**src/rtl/tg_pkg.sv**
```systemverilog
package tg_pkg;

  typedef enum logic [3:0] {
    REG_HACT    = 4'd0,
    REG_HND     = 4'd1,
    REG_HSS     = 4'd2,
    REG_HSW     = 4'd3,
    REG_VACT_LO = 4'd4,
    REG_VACT_HI = 4'd5,
    REG_VND     = 4'd6,
    REG_VSS     = 4'd7,
    REG_VSW     = 4'd8
  } tg_reg_e;

  localparam int POL_CRT_BIT    = 7;
  localparam int POL_PANEL_BIT  = 6;
  localparam int VND_STATUS_BIT = 7;

  // Map a raw pulse to the pin level: pol_high=1 drives the pulse as a 1.
  function automatic logic drive_level(input logic pulse, input logic pol_high);
    return pol_high ? pulse : ~pulse;
  endfunction

endpackage

```
**src/rtl/tg_regfile.sv**
```systemverilog
module tg_regfile
  import tg_pkg::*;
#(
  parameter int HACT_W = 7,
  parameter int HND_W  = 5,
  parameter int HSS_W  = 5,
  parameter int HSW_W  = 4,
  parameter int VACT_W = 10,
  parameter int VND_W  = 6,
  parameter int VSS_W  = 6,
  parameter int VSW_W  = 3
) (
  input  logic              clk,
  input  logic              rst_n,
  input  logic              wr_en,
  input  logic [3:0]        wr_addr,
  input  logic [7:0]        wr_data,
  input  logic [3:0]        rd_addr,
  output logic [7:0]        rd_data,
  input  logic              vnd_flag,
  input  logic              apply,
  output logic [HACT_W-1:0] a_hact,
  output logic [HND_W-1:0]  a_hnd,
  output logic [HSS_W-1:0]  a_hss,
  output logic [HSW_W-1:0]  a_hsw,
  output logic              a_hs_pol_crt,
  output logic              a_hs_pol_pan,
  output logic [VACT_W-1:0] a_vact,
  output logic [VND_W-1:0]  a_vnd,
  output logic [VSS_W-1:0]  a_vss,
  output logic [VSW_W-1:0]  a_vsw,
  output logic              a_vs_pol_crt,
  output logic              a_vs_pol_pan
);

  localparam int VHI_W = VACT_W - 8;

  // Pending bank: host-visible, written immediately.
  logic [HACT_W-1:0] p_hact;
  logic [HND_W-1:0]  p_hnd;
  logic [HSS_W-1:0]  p_hss;
  logic [HSW_W-1:0]  p_hsw;
  logic              p_hs_pc, p_hs_pp;
  logic [VACT_W-1:0] p_vact;
  logic [VND_W-1:0]  p_vnd;
  logic [VSS_W-1:0]  p_vss;
  logic [VSW_W-1:0]  p_vsw;
  logic              p_vs_pc, p_vs_pp;

  always_ff @(posedge clk or negedge rst_n) begin
    if (!rst_n) begin
      p_hact  <= '0;
      p_hnd   <= '0;
      p_hss   <= '0;
      p_hsw   <= '0;
      p_hs_pc <= 1'b0;
      p_hs_pp <= 1'b0;
      p_vact  <= '0;
      p_vnd   <= '0;
      p_vss   <= '0;
      p_vsw   <= '0;
      p_vs_pc <= 1'b0;
      p_vs_pp <= 1'b0;
    end else if (wr_en) begin
      case (tg_reg_e'(wr_addr))
        REG_HACT:    p_hact <= wr_data[HACT_W-1:0];
        REG_HND:     p_hnd  <= wr_data[HND_W-1:0];
        REG_HSS:     p_hss  <= wr_data[HSS_W-1:0];
        REG_HSW: begin
          p_hsw   <= wr_data[HSW_W-1:0];
          p_hs_pc <= wr_data[POL_CRT_BIT];
          p_hs_pp <= wr_data[POL_PANEL_BIT];
        end
        REG_VACT_LO: p_vact[7:0] <= wr_data;
        REG_VACT_HI: p_vact[VACT_W-1:8] <= wr_data[VHI_W-1:0];
        REG_VND:     p_vnd  <= wr_data[VND_W-1:0];
        REG_VSS:     p_vss  <= wr_data[VSS_W-1:0];
        REG_VSW: begin
          p_vsw   <= wr_data[VSW_W-1:0];
          p_vs_pc <= wr_data[POL_CRT_BIT];
          p_vs_pp <= wr_data[POL_PANEL_BIT];
        end
        default: ;
      endcase
    end
  end

  // Readback returns pending values; status bit is live.
  always_comb begin
    rd_data = '0;
    case (tg_reg_e'(rd_addr))
      REG_HACT:    rd_data[HACT_W-1:0] = p_hact;
      REG_HND:     rd_data[HND_W-1:0]  = p_hnd;
      REG_HSS:     rd_data[HSS_W-1:0]  = p_hss;
      REG_HSW: begin
        rd_data[HSW_W-1:0]     = p_hsw;
        rd_data[POL_CRT_BIT]   = p_hs_pc;
        rd_data[POL_PANEL_BIT] = p_hs_pp;
      end
      REG_VACT_LO: rd_data = p_vact[7:0];
      REG_VACT_HI: rd_data[VHI_W-1:0] = p_vact[VACT_W-1:8];
      REG_VND: begin
        rd_data[VND_W-1:0]      = p_vnd;
        rd_data[VND_STATUS_BIT] = vnd_flag;
      end
      REG_VSS:     rd_data[VSS_W-1:0] = p_vss;
      REG_VSW: begin
        rd_data[VSW_W-1:0]     = p_vsw;
        rd_data[POL_CRT_BIT]   = p_vs_pc;
        rd_data[POL_PANEL_BIT] = p_vs_pp;
      end
      default: rd_data = '0;
    endcase
  end

  // Working bank: copied only at the frame wrap.
  always_ff @(posedge clk or negedge rst_n) begin
    if (!rst_n) begin
      a_hact       <= '0;
      a_hnd        <= '0;
      a_hss        <= '0;
      a_hsw        <= '0;
      a_hs_pol_crt <= 1'b0;
      a_hs_pol_pan <= 1'b0;
      a_vact       <= '0;
      a_vnd        <= '0;
      a_vss        <= '0;
      a_vsw        <= '0;
      a_vs_pol_crt <= 1'b0;
      a_vs_pol_pan <= 1'b0;
    end else if (apply) begin
      a_hact       <= p_hact;
      a_hnd        <= p_hnd;
      a_hss        <= p_hss;
      a_hsw        <= p_hsw;
      a_hs_pol_crt <= p_hs_pc;
      a_hs_pol_pan <= p_hs_pp;
      a_vact       <= p_vact;
      a_vnd        <= p_vnd;
      a_vss        <= p_vss;
      a_vsw        <= p_vsw;
      a_vs_pol_crt <= p_vs_pc;
      a_vs_pol_pan <= p_vs_pp;
    end
  end

endmodule

```
**src/rtl/tg_axis_counter.sv**
```systemverilog
module tg_axis_counter #(
  parameter int W = 12
) (
  input  logic         clk,
  input  logic         rst_n,
  input  logic         step,
  input  logic [W-1:0] total,
  output logic [W-1:0] pos,
  output logic         wrap
);

  assign wrap = step && (pos == total - W'(1));

  always_ff @(posedge clk or negedge rst_n) begin
    if (!rst_n)      pos <= '0;
    else if (wrap)   pos <= '0;
    else if (step)   pos <= pos + W'(1);
  end

endmodule

```
**src/rtl/tg_sync_shaper.sv**
```systemverilog
module tg_sync_shaper
  import tg_pkg::*;
#(
  parameter int W = 12
) (
  input  logic [W-1:0] pos,
  input  logic [W-1:0] start,
  input  logic [W-1:0] width,
  input  logic [W-1:0] total,
  input  logic         pol_crt,
  input  logic         pol_pan,
  output logic         in_pulse,
  output logic         out_crt,
  output logic         out_pan
);

  // Window [start, start+width) clipped at the period end.
  function automatic logic in_window(input logic [W-1:0] p, input logic [W-1:0] s,
                                     input logic [W-1:0] w, input logic [W-1:0] t);
    logic [W:0] stop;
    stop = {1'b0, s} + {1'b0, w};
    return (p >= s) && ({1'b0, p} < stop) && (p < t);
  endfunction

  assign in_pulse = in_window(pos, start, width, total);
  assign out_crt  = drive_level(in_pulse, pol_crt);
  assign out_pan  = drive_level(in_pulse, pol_pan);

endmodule

```
**src/rtl/raster_timing_gen.sv**
```systemverilog
module raster_timing_gen
  import tg_pkg::*;
#(
  parameter int HACT_W    = 7,
  parameter int HND_W     = 5,
  parameter int HSS_W     = 5,
  parameter int HSW_W     = 4,
  parameter int VACT_W    = 10,
  parameter int VND_W     = 6,
  parameter int VSS_W     = 6,
  parameter int VSW_W     = 3,
  parameter int UNIT_LOG2 = 3,
  parameter int HCNT_W    = $clog2(((2**HACT_W) + (2**HND_W) + (2**HSS_W) + (2**HSW_W)) << UNIT_LOG2) + 1,
  parameter int VCNT_W    = $clog2((2**VACT_W) + (2**VND_W) + (2**VSS_W) + (2**VSW_W)) + 1
) (
  input  logic              clk,
  input  logic              rst_n,
  input  logic              wr_en,
  input  logic [3:0]        wr_addr,
  input  logic [7:0]        wr_data,
  input  logic [3:0]        rd_addr,
  output logic [7:0]        rd_data,
  output logic              de,
  output logic              crt_hsync,
  output logic              lcd_line,
  output logic              crt_vsync,
  output logic              lcd_frame,
  output logic              vnd_status,
  output logic [HCNT_W-1:0] pix_x,
  output logic [VCNT_W-1:0] line_y
);

  // Count-minus-one field scaled to a pixel length.
  function automatic logic [HCNT_W-1:0] px_len(input logic [HCNT_W-1:0] f);
    return (f + HCNT_W'(1)) << UNIT_LOG2;
  endfunction

  // Count-minus-one field to a line count.
  function automatic logic [VCNT_W-1:0] ln_len(input logic [VCNT_W-1:0] f);
    return f + VCNT_W'(1);
  endfunction

  logic [HACT_W-1:0] a_hact;
  logic [HND_W-1:0]  a_hnd;
  logic [HSS_W-1:0]  a_hss;
  logic [HSW_W-1:0]  a_hsw;
  logic              a_hs_pol_crt, a_hs_pol_pan;
  logic [VACT_W-1:0] a_vact;
  logic [VND_W-1:0]  a_vnd;
  logic [VSS_W-1:0]  a_vss;
  logic [VSW_W-1:0]  a_vsw;
  logic              a_vs_pol_crt, a_vs_pol_pan;

  logic              h_wrap, v_wrap, frame_apply;
  logic              hs_pulse, vs_pulse, vnd_flag;
  logic [HCNT_W-1:0] h_act, h_tot, hs_start, hs_width;
  logic [VCNT_W-1:0] v_act, v_tot, vs_start, vs_width;

  tg_regfile #(
    .HACT_W(HACT_W), .HND_W(HND_W), .HSS_W(HSS_W), .HSW_W(HSW_W),
    .VACT_W(VACT_W), .VND_W(VND_W), .VSS_W(VSS_W), .VSW_W(VSW_W)
  ) regs_i (
    .clk(clk), .rst_n(rst_n),
    .wr_en(wr_en), .wr_addr(wr_addr), .wr_data(wr_data),
    .rd_addr(rd_addr), .rd_data(rd_data),
    .vnd_flag(vnd_flag), .apply(frame_apply),
    .a_hact(a_hact), .a_hnd(a_hnd), .a_hss(a_hss), .a_hsw(a_hsw),
    .a_hs_pol_crt(a_hs_pol_crt), .a_hs_pol_pan(a_hs_pol_pan),
    .a_vact(a_vact), .a_vnd(a_vnd), .a_vss(a_vss), .a_vsw(a_vsw),
    .a_vs_pol_crt(a_vs_pol_crt), .a_vs_pol_pan(a_vs_pol_pan)
  );

  // Derived limits from the working bank.
  assign h_act    = px_len(HCNT_W'(a_hact));
  assign h_tot    = h_act + px_len(HCNT_W'(a_hnd));
  assign hs_start = h_act + (HCNT_W'(a_hss) << UNIT_LOG2);
  assign hs_width = px_len(HCNT_W'(a_hsw));

  assign v_act    = ln_len(VCNT_W'(a_vact));
  assign v_tot    = v_act + ln_len(VCNT_W'(a_vnd));
  assign vs_start = v_act + VCNT_W'(a_vss);
  assign vs_width = ln_len(VCNT_W'(a_vsw));

  tg_axis_counter #(.W(HCNT_W)) hcnt_i (
    .clk(clk), .rst_n(rst_n), .step(1'b1), .total(h_tot),
    .pos(pix_x), .wrap(h_wrap)
  );

  tg_axis_counter #(.W(VCNT_W)) vcnt_i (
    .clk(clk), .rst_n(rst_n), .step(h_wrap), .total(v_tot),
    .pos(line_y), .wrap(v_wrap)
  );

  assign frame_apply = h_wrap && v_wrap;

  tg_sync_shaper #(.W(HCNT_W)) hsync_i (
    .pos(pix_x), .start(hs_start), .width(hs_width), .total(h_tot),
    .pol_crt(a_hs_pol_crt), .pol_pan(a_hs_pol_pan),
    .in_pulse(hs_pulse), .out_crt(crt_hsync), .out_pan(lcd_line)
  );

  tg_sync_shaper #(.W(VCNT_W)) vsync_i (
    .pos(line_y), .start(vs_start), .width(vs_width), .total(v_tot),
    .pol_crt(a_vs_pol_crt), .pol_pan(a_vs_pol_pan),
    .in_pulse(vs_pulse), .out_crt(crt_vsync), .out_pan(lcd_frame)
  );

  assign vnd_flag   = (line_y >= v_act);
  assign vnd_status = vnd_flag;
  assign de         = (pix_x < h_act) && !vnd_flag;

endmodule

```
**config.mk**
```make
export PLATFORM = sky130hd
export DESIGN_NAME = raster_timing_gen
export DESIGN_NICKNAME = d
export VERILOG_FILES = /design/src/rtl/tg_pkg.sv /design/src/rtl/tg_regfile.sv /design/src/rtl/tg_axis_counter.sv /design/src/rtl/tg_sync_shaper.sv /design/src/rtl/raster_timing_gen.sv
export SDC_FILE = /design/constraint.sdc
export NUM_CORES = 1
export LEC_CHECK = 0
export ABC_AREA = 1
export BUFFER_PORTS_ARGS = -buffer_cell sky130_fd_sc_hd__clkbuf_2
export CORE_MARGIN = 5
export CORE_UTILIZATION = 35
export CTS_CLUSTER_SIZE = 28
export DETAILED_ROUTE_END_ITERATION = 10
export HOLD_SLACK_MARGIN = 0.15
export SETUP_SLACK_MARGIN = 0.3
export SYNTH_ARGS = -nofsm -noshare
export SYNTH_HDL_FRONTEND = slang
export SYNTH_SLANG_ARGS = --single-unit
```
**constraint.sdc**
```tcl
create_clock -name clk -period 3.98 [get_ports clk]
set_clock_uncertainty 0.05 [all_clocks]
set_input_delay 0.398 -clock clk [delete_from_list [all_inputs] [get_ports clk]]
set_output_delay 0.398 -clock clk [all_outputs]
set_load 0.01 [all_outputs]
```
==> qor.yml, run 1 <==
worst_setup_path:
  crit_family: "simple AND/OR/NAND/NOR gates"
  required_ns: 3.53
  crit_buf_inv: 3
  cpMostUsedCell: "nand2_2"
  r2r-start: "regs_i.a_vact[0]$_DFFE_PN0P_"
  worstSetupStartpointType: "register"
  arrival_ns: 4.12
  rr_worst_depth: 35
  critPathMaxStageDelay_ns: 0.45
  critPathMaxFanout: 5
  r2r_end: "regs_i.a_hs_pol_pan$_DFFE_PN0P_"
  end_kind: "output pin"
  critPathSlowestCell: "dfrtp_2"
  rrSetupSlack_ns: -0.25
  crit_type: "register to output pin"
synthesis:
  synth_edf_count: 0
  avgSynthCellArea_um2: 7.09
  yosysTopAreaCell: "dfrtp_1"
  synth-warning-count: 0
  synth_commonest_cells: "nand2_1 (453), inv_1 (172), nand3_1 (149)"
  ys_ff_latch: 124
  synth_most_common_cell: "nand2_1"
  mappedNetlistArea_um2: 10300
  synthCells: 1450
  async_reset_ff_share_pct: 100
  synth_top_area_share_pct: 30.2
  yosys-top-cells-area: "dfrtp_1 (30%), nand2_1 (17%), ha_1 (14%), nand3_1 (7.3%), inv_1 (6.3%)"
  ys.flop_type: "dfrtp_1"
  synth_cell_types: 49
  yosysSeqAreaShare_pct: 30.2
floorplan:
  die_area_um2: 32900
  dieHeight_um: 181
  core_um2: 28900
  ioPinCount: 57
  placement_rows: 62
  die_x_um: 181
  start_util_pct: 35.6
pwr:
  total_power_uw: 7180
  leakage_uw: 0.00724
  ir_drop_mv: 0.308
  power_density_nw_per_um2: 505
place:
  dp_hpwl_mm: 22.6
  place_ws_ns: -0.250
  place_area_um2: 11900
  dp_cells: 1973
  numPortBuffers: 56
  gp_congestion: 0.895
finish:
  multi_input_area_um2: 7500
  regArea_um2: 3110
  syn_to_final_growth_pct: 38.2
  num-fill-cells: 2766
  drive_above_1_share_pct: 30.2
  stdcell_count: 2065
  n_antenna_cell: 0
  finalInstanceArea_um2: 14200
  nNetsFinal: 1812
route:
  wl_mm: 33.2
  drtIter0Drc: 687
  routedWlPerCell_um: 16.1
  detail-route-antenna-nets: 0
  vias: 10429
  avgViaCountPerCell: 5.05
  post-route-drc-count: 0
  firstDrtPassIters: 5
sta:
  grt_setup_unrepaired: "yes"
  fin_crit_ns: 4.57
  fin_hold_ws_ns: 0.252
  finalMaxSlewViolations: 0
  setup_viol: 64
  timing.fmax_ghz: 0.219
  fin_crit_sh_pct: 115
  tightest_slew_ns: 0.979
  fin_ws_ns: -0.589
  timing.slew.headroom_pct: 34.7
  hold_viol: 0
min_path:
  hold_start: "wr_data[5]"
  hold_path_end: "regs_i.p_hact[5]$_DFFE_PN0P_"
  hold_depth: 3
  hold_path_class: "input pin to register"
grt:
  antenna_found_initial: 0
  grt_max_degree: 73
  grt_first_pass_wirelength_mm: 49.9
  grt_pass1_vias: 9791
  gr-total-overflow: 0
  grt.total_usage_pct: 18.4
clock_tree:
  clk_pin_slew_worst_paths_ns: 0.07
  htreeDepth: 4
  cts_tree: "done"
  clk_latency_ns: 0.43
  clock_sinks: 124
  clock_path_buffers: 2
  clockRootBuffer: "clkbuf_16"
  numCtsBuffers: 17
outcome:
  failed_checks: "setup timing"
  status: "finished with violations"
run:
  cap_violations: 0
-- how the worst max path moves through the flow --
stage | start | end | slack [ns] | depth (start not counted)
5_1_grt | regs_i.a_vact[0]$_DFFE_PN0P_ | lcd_frame | -0.81 | 24
2_1_floorplan | regs_i.a_vact[0]$_DFFE_PN0P_ | crt_vsync | 0.1 | 23
6_report | regs_i.a_vact[0]$_DFFE_PN0P_ | lcd_frame | -0.59 | 25
3_3_place_gp | regs_i.a_vact[0]$_DFFE_PN0P_ | crt_vsync | -0.21 | 24
4_1_cts | regs_i.a_hact[1]$_DFFE_PN0P_ | crt_hsync | -0.54 | 19
3_5_place_dp | regs_i.a_vact[0]$_DFFE_PN0P_ | crt_vsync | -0.25 | 26
-- stage by stage --
stage	setup TNS [ns]	util [%]
after global routing	-25.41	49.3
after global placement	-0.506	41.2
final	-13.43	49.3
after CTS	-2.11	44.8
after detailed placement	-0.710	41.2
after floorplan	0	-
-- tightest hold or removal path: cells and delay by family --
| family | cells | cell delay [ns] |
|---|---|---|
| buffers and inverters | 2 | 0.19 |
| AO/OA/AOI/OAI | 1 | 0.10 |
-- cells by family (layout without fill, tap and decap cells) --
logic type,Yosys count,after routing,share of synthesized area (%)
AND/OR/NAND/NOR,789,790,33.0
flip-flops,124,124,30.2
adder cells (fa/ha/maj),125,125,15.6
buffers and inverters,199,426,7.99
other,1,4,0.0365
AO/OA/AOI/OAI,164,164,8.99
XOR/XNOR,48,48,4.16
-- cells in the final DEF (no fill, tap or decap), types with 5 or more instances in the layout --
master     synthesis  layout
a21oi_1           52      32
a21oi_2            0      18
a221oi_1           7       7
buf_12             0       5
buf_4              9     124
buf_6              5      20
clkbuf_16          0      25
clkbuf_2           1      49
dfrtp_1          124     122
ha_1             119      95
ha_2               0       5
ha_4               0      19
inv_1            172     158
inv_2              4      14
inv_6              0       6
inv_8              0       5
nand2_1          453     391
nand2_2           10      68
nand2_4            2       6
nand3_1          149     101
nand3_2            3      48
nand3b_1           5       5
nand4_1           22      22
nor2_1           106      87
nor2_2             4      12
nor2_4             2      13
nor3_1            17      15
o21ai_0           80      70
o21ai_2            0       8
or2_2              5       5
xnor2_1           17      12
xnor2_2            1       5
xor2_1            30      21
xor2_2             0       7
-- state kept, by name, indices dropped and copies added, names as in the netlist, 6 cells and up --
name / flops
hcnt_i.pos: 12
regs_i.a_hact: 7
regs_i.a_vact: 10
regs_i.a_vnd: 6
regs_i.a_vss: 6
regs_i.p_hact: 7
regs_i.p_vact: 10
regs_i.p_vnd: 6
regs_i.p_vss: 6
vcnt_i.pos: 12
-- layout make-up --
class	instances	share of cell area, %
tap	384	3.38
clock inverter	15	0.995
sequential	124	21.8
timing repair buffer	218	13.3
multi-input combinational	1131	52.8
inverter	176	4.74
clock buffer	17	2.99
-- repair_timing --
item / CTS / global route
pin swaps: 39 / 70
setup buffers: 17 / 27
gates resized for setup: 48 / 214
hold buffers: 1 / 0
gates cloned: 3 / 12
setup endpoints to repair: 57 / 68
endpoints found under the hold margin: 70 / 0
-- report_power, final --
part	switching, uW	internal [uW]	total, uW
clock network	717	831	1550
logic	2030	1830	3860
registers	296	1470	1760
total	3040	4130	7180
-- routing by layer --
metal | wire length (um) | GRT usage (%)
met2 | 15500 | 29.4
met3 | 1560 | 2.64
met4 | 846 | 4.95
met5 | 0 | 0
met1 | 15300 | 26.3
No activity file was read; power rests on OpenSTA's default activity.
==> run 2, diff against run 1 <==
--- a/config.mk
+++ b/config.mk
@@ -13,6 +13,7 @@
 export DETAILED_ROUTE_END_ITERATION = 10
 export HOLD_SLACK_MARGIN = 0.15
 export SETUP_SLACK_MARGIN = 0.3
+export SKIP_CTS_REPAIR_TIMING = 1
 export SYNTH_ARGS = -nofsm -noshare
 export SYNTH_HDL_FRONTEND = slang
 export SYNTH_SLANG_ARGS = --single-unit
==> run 2 against run 1 <==
The flow still finishes with violations (setup timing). First-iteration DRC count down 20%. Hold slack about the same. Sequential power about the same. Clock power about the same. Global-route usage down 0.70 points. Non-clock buffer count down 35. Core utilization down 2.8 points. Register-to-register slack better by 0.58 ns. Critical path type unchanged. Critical endpoint unchanged. Largest cell class unchanged. Largest power group unchanged.
==> qor.yml, run 2 (synthesis results as in run 1) <==
finish:
  layout_common_cells: "nand2_1 (429), inv_1 (160), nand3_1 (140)"
  top_regs: "hcnt_i.pos (12), vcnt_i.pos (12)"
  post-route-util_pct: 46.5  # -2.8 points
  syn_to_final_growth_pct: 30.4
  nNetsFinal: 1776  # -2.0%
  num-fill-cells: 2884  # +4.3%
  stdcell_count: 2029  # -1.7%
  final_common_cell: "nand2_1"
  n_antenna_cell: 0  # unchanged
  drive_above_1_share_pct: 24.2  # -6.0 points
worst_setup_path:
  critPathMaxStageDelay_ns: 0.44  # about the same
  end_kind: "output pin"
  critPathMaxFanout: 5  # unchanged
  critPathSlowestCell: "dfrtp_2"
  crit_family: "simple AND/OR/NAND/NOR gates"
  cpMostUsedCell: "nand2_1"
  crit_type: "register to output pin"
  crit_buf_inv: 5  # +2
  required_ns: 3.53  # about the same
  worstSetupStartpointType: "register"
  arrival_ns: 4.05  # -0.07 ns
place:
  place_ws_ns: -0.250  # unchanged
  dp_hpwl_mm: 22.6  # unchanged
  dp_cells: 1973  # unchanged
  gp_congestion: 0.895  # unchanged
  numPortBuffers: 56  # unchanged
floorplan:
  dieHeight_um: 181  # unchanged
  placement_rows: 62  # unchanged
  start_util_pct: 35.6  # unchanged
  core_um2: 28900  # unchanged
  die_area_um2: 32900  # unchanged
  die_x_um: 181  # unchanged
  ioPinCount: 57  # unchanged
grt:
  grt_first_pass_wirelength_mm: 48.2  # -3.5%
  grt_pass1_vias: 9490  # -3.1%
  antenna_found_initial: 0  # unchanged
  grt_max_degree: 73  # unchanged
  gr-total-overflow: 0  # unchanged
  grt.total_usage_pct: 17.7  # -0.70 points
sta:
  setup_viol: 4  # -94%
  fin_crit_sh_pct: 113  # -1.7 points
  grt_setup_unrepaired: "yes"
  fin_ws_ns: -0.523  # +0.0659 ns
  timing.fmax_ghz: 0.222  # +1.5%
  fin_crit_ns: 4.50  # -0.0659 ns
  fin_tns_setup_ns: -1.95  # +11.47 ns
  hold_viol: 0  # unchanged
  timing.slew.headroom_pct: 34.1  # -0.60 points
  tightest_slew_ns: 0.981  # +0.00146 ns
  finalMaxSlewViolations: 0  # unchanged
run:
  cap_violations: 0  # unchanged
route:
  firstDrtPassIters: 5  # unchanged
  avgViaCountPerCell: 4.93  # -2.4%
  wl_mm: 30.4  # -8.6%
  drtIter0Drc: 549  # -20%
  detail-route-antenna-nets: 0  # unchanged
  vias: 10005  # -4.1%
  routedWlPerCell_um: 15.0  # -7.0%
  post-route-drc-count: 0  # unchanged
clock_tree:
  htreeDepth: 4  # unchanged
  numCtsBuffers: 17  # unchanged
  clk_pin_slew_worst_paths_ns: 0.07  # about the same
  clock_path_buffers: 2  # unchanged
  clock_sinks: 124  # unchanged
  clk_latency_ns: 0.43  # about the same
  cts_tree: "done"
  clockRootBuffer: "clkbuf_16"
pwr:
  total_power_uw: 6930  # -3.4%
  power_density_nw_per_um2: 517  # +2.4%
  ir_drop_mv: 0.299  # -3.1%
  leakage_uw: 0.00696  # -3.9%
min_path:
  hold_path_class: "input pin to register"
outcome:
  failed_checks: "setup timing"
  status: "finished with violations"
run 2: changes by cell type in the layout (fill, tap and decap cells not counted), sizes merged:
cell	change
inv	+1
clkbuf	-3
buf	-32
nand2	-1
clkinv	-1
run 2: worst reg2reg max path, stage by stage, from the launching register on:
cell and delay [ns]:
dfrtp_2 0.44, buf_4 0.15, buf_4 0.12, ha_2 0.19, inv_2 0.09, fa_2 0.45, inv_2 0.07, ha_2 0.18
nand2_1 0.07, nand3b_1 0.22, nor2_4 0.17, nand2_2 0.09, nand2_2 0.09, nand2_2 0.07, nand2_1 0.06, nand2_1 0.05
nor2_2 0.16, nand4_2 0.12, nor2_4 0.23, buf_12 0.16, clkbuf_16 0.16, nand3_1 0.11, nand2_1 0.08
run 2: worst paths after layout:
check	endpoint	slack, ns	startpoint	cells past startpoint
hold / removal	regs_i.p_hact[5]$_DFFE_PN0P_	0.25	wr_data[5]	3
max in group asynchronous	regs_i.a_hnd[3]$_DFFE_PN0P_	2.28	rst_n	3
min in group asynchronous	regs_i.a_hsw[2]$_DFFE_PN0P_	0.61	rst_n	2
hold reg to reg	regs_i.a_hsw[3]$_DFFE_PN0P_	0.42	regs_i.a_hsw[3]$_DFFE_PN0P_	2
setup reg to reg	regs_i.a_hs_pol_pan$_DFFE_PN0P_	0.33	regs_i.a_vact[0]$_DFFE_PN0P_	22
setup / recovery	lcd_frame	-0.52	regs_i.a_vact[0]$_DFFE_PN0P_	26
run 2: area by class of cell:
class / count / area [um^2] / area share (%)
multi-input combinational: 1130 / 7210 / 53.8
inverter: 176 / 666 / 4.97
sequential: 124 / 3110 / 23.2
timing repair buffer: 183 / 1380 / 10.3
clock inverter: 15 / 141 / 1.05
tap: 384 / 480 / 3.58
clock buffer: 17 / 425 / 3.17
run 2: report_power, final:
group / leakage, uW / switching [uW] / internal [uW]
Sequential: 0.00160 / 271 / 1470
Clock: 0.000275 / 707 / 831
Combinational: 0.00509 / 1960 / 1690
Total: 0.00696 / 2940 / 3990
run 2: routing by layer:
metal  global-route usage [%]  wire [um]  vias up
li1                         -          -     5109
met1                     25.9      14800     4612
met2                     27.5      13700      242
met3                     2.62       1260       42
met4                     4.74        627        0
met5                        0          0        -
run 2: through the flow:
stage	area (um^2)	hold WS (ns)
final	13400	0.252
after global routing	13400	0.254
after CTS	12500	0.116
after detailed placement	11900	0.414
after global placement	11900	0.413
after floorplan	10500	0.0524
